==> config.mk <==
export PLATFORM = sky130hd
export DESIGN_NAME = acc_alu_top
export DESIGN_NICKNAME = d
export VERILOG_FILES = /design/src/rtl/acc_alu_pkg.sv /design/src/rtl/acc_alu_logic.sv /design/src/rtl/acc_alu_reg.sv /design/src/rtl/acc_alu_top.sv
export SDC_FILE = /design/constraint.sdc
export NUM_CORES = 1
export LEC_CHECK = 0
export BUFFER_PORTS_ARGS = -buffer_cell sky130_fd_sc_hd__buf_2
export CELL_PAD_IN_SITES_DETAIL_PLACEMENT = 2
export CELL_PAD_IN_SITES_GLOBAL_PLACEMENT = 2
export CORE_ASPECT_RATIO = 1.75
export CORE_UTILIZATION = 25
export DETAILED_ROUTE_END_ITERATION = 12
export HOLD_SLACK_MARGIN = 0.15
export PLACE_DENSITY = 0.66
export SLEW_MARGIN = 15
export SYNTH_ARGS = -nofsm -noshare
export SYNTH_HDL_FRONTEND = slang
export SYNTH_SLANG_ARGS = --single-unit
export TNS_END_PERCENT = 30
==> constraint.sdc <==
create_clock -name clk -period 6.3 [get_ports clk]
set_clock_uncertainty 0.1 [all_clocks]
set_input_delay 0.945 -clock clk [delete_from_list [all_inputs] [get_ports clk]]
set_output_delay 0.945 -clock clk [all_outputs]
set_load 0.02 [all_outputs]
==> src/rtl/acc_alu_pkg.sv <==
package acc_alu_pkg;
   localparam int ALU_CODE_W = 4;

   localparam logic [ALU_CODE_W-1:0] OP_ADD = 4'h3;
   localparam logic [ALU_CODE_W-1:0] OP_SUB = 4'h4;
   localparam logic [ALU_CODE_W-1:0] OP_AND = 4'h6;
   localparam logic [ALU_CODE_W-1:0] OP_OR  = 4'h7;
   localparam logic [ALU_CODE_W-1:0] OP_INV = 4'h8;
   localparam logic [ALU_CODE_W-1:0] OP_SHR = 4'h9;
   localparam logic [ALU_CODE_W-1:0] OP_SHL = 4'hA;
   localparam logic [ALU_CODE_W-1:0] OP_MUL = 4'hB;
endpackage

==> src/rtl/acc_alu_logic.sv <==
module acc_alu_logic
   import acc_alu_pkg::*;
#(
   parameter int DATA_W = 16,
   parameter bit MUL_EN = 1'b1
) (
   input  logic [DATA_W-1:0]     acc_i,
   input  logic [DATA_W-1:0]     opnd_i,
   input  logic [ALU_CODE_W-1:0] code_i,
   output logic [DATA_W-1:0]     res_o,
   output logic                  hit_o
);
   logic [DATA_W-1:0] mul_res;
   logic              mul_hit;

   // The product is kept at DATA_W bits, so the high half is dropped.
   generate
      if (MUL_EN) begin : g_mul
         assign mul_res = acc_i * opnd_i;
         assign mul_hit = 1'b1;
      end else begin : g_no_mul
         assign mul_res = '0;
         assign mul_hit = 1'b0;
      end
   endgenerate

   always_comb begin
      res_o = acc_i;
      hit_o = 1'b1;
      case (code_i)
         OP_ADD: res_o = acc_i + opnd_i;
         OP_SUB: res_o = acc_i - opnd_i;
         OP_AND: res_o = acc_i & opnd_i;
         OP_OR:  res_o = acc_i | opnd_i;
         OP_INV: res_o = ~acc_i;
         OP_SHR: res_o = {1'b0, acc_i[DATA_W-1:1]};
         OP_SHL: res_o = {acc_i[DATA_W-2:0], 1'b0};
         OP_MUL: begin
            res_o = mul_res;
            hit_o = mul_hit;
         end
         default: hit_o = 1'b0;
      endcase
   end
endmodule

==> src/rtl/acc_alu_reg.sv <==
module acc_alu_reg #(
   parameter int DATA_W = 16
) (
   input  logic              clk,
   input  logic              rst_n,
   input  logic              clr_i,
   input  logic              load_i,
   input  logic [DATA_W-1:0] nxt_i,
   output logic [DATA_W-1:0] acc_o
);
   always_ff @(posedge clk) begin
      if (!rst_n)      acc_o <= '0;
      else if (clr_i)  acc_o <= '0;
      else if (load_i) acc_o <= nxt_i;
   end
endmodule

==> src/rtl/acc_alu_top.sv <==
module acc_alu_top
   import acc_alu_pkg::*;
#(
   parameter int DATA_W = 16,
   parameter bit MUL_EN = 1'b1
) (
   input  logic              clk,
   input  logic              rst_n,
   input  logic [DATA_W-1:0] opnd_i,
   input  logic [3:0]        op_code_i,
   input  logic              op_en_i,
   input  logic              acc_clr_i,
   output logic [DATA_W-1:0] acc_o,
   output logic              sign_o
);
   localparam int SIGN_BIT = DATA_W - 1;

   generate
      if (DATA_W < 2) begin : g_bad_width
         $error("acc_alu_top: DATA_W must be at least 2");
      end
   endgenerate

   logic [DATA_W-1:0] alu_res;
   logic              alu_hit;

   acc_alu_logic #(.DATA_W(DATA_W), .MUL_EN(MUL_EN)) u_logic (
      .acc_i  (acc_o),
      .opnd_i (opnd_i),
      .code_i (op_code_i),
      .res_o  (alu_res),
      .hit_o  (alu_hit)
   );

   acc_alu_reg #(.DATA_W(DATA_W)) u_reg (
      .clk    (clk),
      .rst_n  (rst_n),
      .clr_i  (acc_clr_i),
      .load_i (op_en_i & alu_hit),
      .nxt_i  (alu_res),
      .acc_o  (acc_o)
   );

   assign sign_o = acc_o[SIGN_BIT];

   // Clear wins over any operation in the same cycle.
   p_clear_zero_r8: assert property (@(posedge clk) disable iff (!rst_n)
      acc_clr_i |=> (acc_o == '0));

   // Idle cycles keep the accumulator.
   p_idle_hold_r9: assert property (@(posedge clk) disable iff (!rst_n)
      (!acc_clr_i && !op_en_i) |=> $stable(acc_o));

   p_unlisted_hold_r9: assert property (@(posedge clk) disable iff (!rst_n)
      (!acc_clr_i && op_en_i && (op_code_i == 4'h5 || op_code_i == 4'h0)) |=> $stable(acc_o));

   p_add_r2: assert property (@(posedge clk) disable iff (!rst_n)
      (!acc_clr_i && op_en_i && op_code_i == OP_ADD) |=> (acc_o == $past(acc_o) + $past(opnd_i)));

   p_sub_r3: assert property (@(posedge clk) disable iff (!rst_n)
      (!acc_clr_i && op_en_i && op_code_i == OP_SUB) |=> (acc_o == $past(acc_o) - $past(opnd_i)));

   p_invert_r5: assert property (@(posedge clk) disable iff (!rst_n)
      (!acc_clr_i && op_en_i && op_code_i == OP_INV) |=> (acc_o == ~$past(acc_o)));

   p_shr_fill_r6: assert property (@(posedge clk) disable iff (!rst_n)
      (!acc_clr_i && op_en_i && op_code_i == OP_SHR) |=> (acc_o[SIGN_BIT] == 1'b0));

   p_shl_fill_r6: assert property (@(posedge clk) disable iff (!rst_n)
      (!acc_clr_i && op_en_i && op_code_i == OP_SHL) |=> (acc_o[0] == 1'b0));
endmodule

== Word level (Yosys, flattened, before mapping) ==
Cells that the tools add are included.

* Bitwise logic cells: 5
* Multiply operators: 1
* Equal/unequal tests: 8
* $add $sub $neg: 2
* Reduce and logical (&&, ||, !) cells: 4
* Multiplexer cells: 2

{| class="wikitable"
|+ Operators with widths
! cell !! number
|-
| $pmux W16 S8 || 1
|-
| $add A16 B16 Y16 || 1
|-
| $and A16 B16 Y16 || 1
|-
| $eq A4 B4 Y1 const B || 4
|-
| $mul A16 B16 Y16 || 1
|-
| $not A16 Y16 || 1
|-
| $or A16 B16 Y16 || 1
|-
| $sub A16 B16 Y16 || 1
|-
| $eq A4 B3 Y1 const B || 3
|-
| $reduce_bool A8 Y1 || 1
|-
| $reduce_or A8 Y1 || 1
|-
| $eq A4 B2 Y1 const B || 1
|-
| $reduce_and A2 Y1 || 1
|-
| $reduce_or A2 Y1 || 1
|-
| $and A1 B1 Y1 || 1
|-
| $mux W1 || 1
|-
| $not A1 Y1 || 1
|}

* Bits of input ports: 24
* Register bits: 16
* Output and inout port bits: 17
* Word-level logic and storage cells: 23

== Longest topological paths before layout ==
* Depth in word-level cells: 5
* Gate-level depth with buffers: 22
* Gate-level depth less buffers: 20

== Modules after synthesis ==
From an unflattened synthesis, not the netlist that was laid out.

* Cell total of the unflattened synthesis: 833
* Area, all modules: 6612.6 sq um

{| class="wikitable"
|+ Modules (own cells, without submodules)
! module !! seq. area each (sq um) !! times used !! area an instance (sq um) !! cells each
|-
| acc_alu_logic || 0.0 || 1 || 6004.5 || 778
|-
| acc_alu_reg || 320.3 || 1 || 594.3 || 53
|-
| acc_alu_top || 0.0 || 1 || 13.8 || 2
|}

== Worst setup path before layout ==
OpenSTA, ideal clock, no wires.

* Path kind: input -> register
* Start: in opnd_i[1]
* End: reg u_reg.acc_o[15]
* Data required time: 6.060 ns
* Arrival time: 5.815 ns
* Stages: 20
* Buffers on the path: 2
* Library setup time: 0.140 ns
* Setup slack: 0.245 ns
* Path through: buf_4 clkbuf_1 and2_1 fa_1 inv_1 fa_1 inv_1 fa_1 fa_1 inv_1 fa_1 fa_1 xor2_1 xnor2_1 xnor2_1 xnor2_1 xnor3_1 nor3_1 nand3b_1 a41oi_2

* Word-level cells in the longest chain between the ends: 2
* Elaborated cells on any way between the ends: 4
* Those cells by class: 2 x add/sub; 1 x mul; 1 x mux

{| class="wikitable"
|+ RTL lines
! what !! line !! source
|-
| start, declared || acc_alu_top.sv:9 || <nowiki>input logic [DATA_W-1:0] opnd_i,</nowiki>
|-
| $mul A16 B16 Y16, or another cell as far along || acc_alu_logic.sv:19 || <nowiki>assign mul_res = acc_i * opnd_i;</nowiki>
|-
| $pmux W16 S8 * || acc_alu_logic.sv:30 || <nowiki>case (code_i)</nowiki>
|-
| end signal, assigned || acc_alu_reg.sv:14 || <nowiki>else if (load_i) acc_o <= nxt_i;</nowiki>
|-
| end, declared || acc_alu_reg.sv:9 || <nowiki>output logic [DATA_W-1:0] acc_o</nowiki>
|}

Mark *: on every way between the ends. The rest lies on a longest branch, timed or not.
A chain may end at the register's enable or synchronous reset.

== Final worst setup path ==
Same ends and word-level chain as after synthesis.

==> impl_metrics.csv <==
group,metric,value,unit
run_status,status,"finished, final reports clean",
routing,drtIter0Drc,124,
cts,clk_pin_slew,0.05,ns
sta,fin_crit,5.91,ns
routing,dr.pass1.iters,4,
pwr,clkPwrFrac,0.221,
critical_path,cp-start-kind,"primary input",
routing,drc,0,
run,max_cap_viol_count,0,
pwr,power_density,86.4,nW/um2
final_layout,largest_register_ffs,16,
global_routing,use_met3,0.0117,
final_layout,ff_latch_area,320,um2
global_routing,grtUsageMet1,0.211,
cts,ctsHtreeMaxLevel,1,
critical_path,crit_required,6.30,ns
sta,tightest_slew,1.07,ns
min_path,holdPathEnd,"u_reg.acc_o[12]",
placed_design,dpl-instance-area,7080,um2
logic_synthesis,ys_top_cells_by_area,"fa_1 25%, ha_1 13%, inv_1 7.1%",
logic_synthesis,synth_seq_cells,16,
min_path,holdCritStartpoint,"u_reg.acc_o[12]",
sta,max_slew_margin,0.285,
sta,final_hold_viol_count,0,
placed_design,hpwl,20900,um
min_path,min_path_cells,3,
pwr,comb_power_share,0.592,
final_layout,area_growth,10.4,%
final_layout,layout.nets,1035,
logic_synthesis,ys_async_sr_fraction,0,
sta,rsz0062_at_grt,"no",
floorplan,rows,77,
placed_design,port_buffers,40,
cts,cts_buffers,3,
logic_synthesis,yosysTopAreaCell,"fa_1",
global_routing,grtUsageMet2,0.405,
logic_synthesis,ys_types,62,
critical_path,cp_max_fo,9,
logic_synthesis,ys_warn_count,0,
cts,clockBufferDepth,2,
final_layout,n_fill_cell,2994,
logic_synthesis,synth_common_cells,"123 x inv_1, 113 x nand2_1, 81 x fa_1, 67 x ha_1, 63 x and2_1",
logic_synthesis,synthFlopType,"dfxtp_1",
logic_synthesis,syn_area,6480,um2
pwr,switching_power,0.000291,W
global_routing,grt_pass1_wl,39400,um
floorplan,fp.coreArea,25300,um2
placed_design,gp_congestion,0.785,
sta,setup_viol,0,
global_routing,gr-max-usage-layer,"met2",
global_routing,grt_max_degree,49,
final_layout,multi_input_area,5480,um2
cts,clk_latency,0.26,ns
routing,wl_per_cell,21.3,um
cts,postCtsSetupBuffers,0,
global_routing,grt_pass1_vias,6844,
global_routing,grt_overflow,0,
global_routing,antenna_found_initial,1,
final_layout,final_area,7160,um2
logic_synthesis,syn_inst,837,
floorplan,fp.dieW,124,um
cts,numClockSinks,16,
pwr,leakagePower,3.27,nW
min_path,worst_hold_path_type,"reg -> reg",
logic_synthesis,postSynthAreaPerCell,7.75,um2
floorplan,die_h,215,um
final_layout,layout-drive-gt1-share,0.102,
critical_path,r2r_end,"u_reg.acc_o[15]",
sta,period_share,0.937,
logic_synthesis,seq_area_frac_synth,0.0494,
pwr,switching_share,0.471,
critical_path,worstPathArrival,5.91,ns
sta,final.setup.tns,0,ns
cts,root_buffer,"clkbuf_16",
critical_path,crit_type,"in -> reg",
cts,post_cts_resized,0,
sta,drv_slew,0,
final_layout,regMostFlops,"u_reg.acc_o",
critical_path,regToRegStartpoint,"u_reg.acc_o[5]",
floorplan,initial_utilization,0.256,
pwr,p_int,0.000327,W
final_layout,largestRegisters,"u_reg.acc_o: 16 flops",
cts,cts-hold-fix-buffers,0,
logic_synthesis,synth_edf_count,0,
global_routing,grt_use_total,0.199,
pwr,ir_drop,0.0839,mV
logic_synthesis,synth_top_area_frac,0.250,
logic_synthesis,synth_most_common_cell,"inv_1",
floorplan,io_pins,41,
cts,cts_tree,"built",
final_layout,n_antenna_cell,0,
routing,vias,5931,
floorplan,die_area,26600,um2
sta,max_freq,169,MHz
routing,drt_wl_total,25000,um
routing,via_per_inst,5.04,
critical_path,r2r_slack,0.56,ns
critical_path,r2r_cells,18,
routing,ant_nets,0,
critical_path,worstSetupEndpointType,"register",
pwr,power_frac_seq,0.187,
logic_synthesis,synth_nets,1009,
worst max-delay path, cell delays in order:
cell	delay, ns
buf_2	0.18
and2_1	0.21
fa_1	0.53
inv_1	0.05
fa_1	0.53
inv_1	0.05
fa_1	0.48
fa_1	0.56
inv_1	0.05
fa_1	0.46
fa_1	0.39
xor2_1	0.16
xnor2_1	0.20
xnor2_1	0.16
xnor2_1	0.15
xnor3_1	0.43
nor3_1	0.13
nand3b_1	0.14
a41oi_2	0.10
per-stage QoR:
| stage | power, W | util | hold slack [ns] | std cells | worst slack, ns |
|---|---|---|---|---|---|
| 6_report | 0.000619 | 0.283 | 0.584 | 1177 | 0.395 |
| 5_1_grt | 0.000661 | 0.283 | 0.634 | 1177 | 0.126 |
| 3_3_place_gp | 0.000481 | 0.280 | 0.573 | 1174 | 0.180 |
| 2_1_floorplan | 0.000362 | - | 0.559 | 837 | 0.245 |
| 4_1_cts | 0.000626 | 0.283 | 0.596 | 1177 | 0.346 |
| 3_5_place_dp | 0.000487 | 0.280 | 0.587 | 1174 | 0.0825 |
worst max path at each step:
stage	start	end	cells past startpoint
6_report	opnd_i[1]	u_reg.acc_o[15]	19
5_1_grt	opnd_i[1]	u_reg.acc_o[15]	19
4_1_cts	opnd_i[1]	u_reg.acc_o[15]	19
3_5_place_dp	opnd_i[1]	u_reg.acc_o[15]	19
3_3_place_gp	opnd_i[1]	u_reg.acc_o[15]	19
2_1_floorplan	opnd_i[1]	u_reg.acc_o[15]	20
layer usage:
metal,vias to the layer above,wire (um),share of wire
li1,2759,-,-
met1,3074,9190,0.37
met2,72,14900,0.60
met3,26,506,0.020
met4,0,434,0.017
met5,-,0,0
power groups by stage:
stage	combinational (W)	sequential, W	clock [W]
2_1_floorplan	0.000247	0.000115	0
3_3_place_gp	0.000362	0.000118	0
3_5_place_dp	0.000368	0.000118	0
4_1_cts	0.000373	0.000116	0.000136
5_1_grt	0.000407	0.000117	0.000137
6_report	0.000366	0.000116	0.000137
logic make-up (layout without fill, tap and decap cells):
| group | after synthesis | count (layout) | synth area share |
|---|---|---|---|
| and+or+nand+nor | 265 | 265 | 0.202 |
| buffers and inverters | 172 | 196 | 0.106 |
| AOI/OAI and AO/OA | 169 | 169 | 0.166 |
| adders and majority gates | 154 | 154 | 0.389 |
| xor gates and xnor gates | 59 | 59 | 0.0859 |
| DFF | 16 | 16 | 0.0494 |
| muxes | 2 | 2 | 0.00309 |
cell usage in the layout (no fill, tap or decap), types with 3 or more instances in the layout:
cell	instances
dfxtp_1	16
a22oi_1	13
nand2b_1	10
o21bai_1	4
a21o_1	3
or2_2	3
nor2_1	36
nor3_1	9
inv_1	123
a211o_1	4
o21ai_0	46
xor2_1	13
o21a_1	5
fa_1	81
a221oi_1	4
nand3_1	9
and2_1	63
maj3_1	6
buf_2	40
o211ai_1	3
xnor2_1	43
nor2b_1	6
ha_1	67
clkbuf_16	3
a211oi_1	4
a21oi_1	50
a31oi_1	11
buf_4	30
nand2_1	113
or3_1	4
layout make-up:
cell class | count | area share
tap | 316 | 0.0552
inverter | 123 | 0.0645
sequential | 16 | 0.0447
timing repair buffer | 70 | 0.0594
multi-input combinational | 649 | 0.766
clock buffer | 3 | 0.0105
Note: power is estimated with default switching activity, not from simulation.
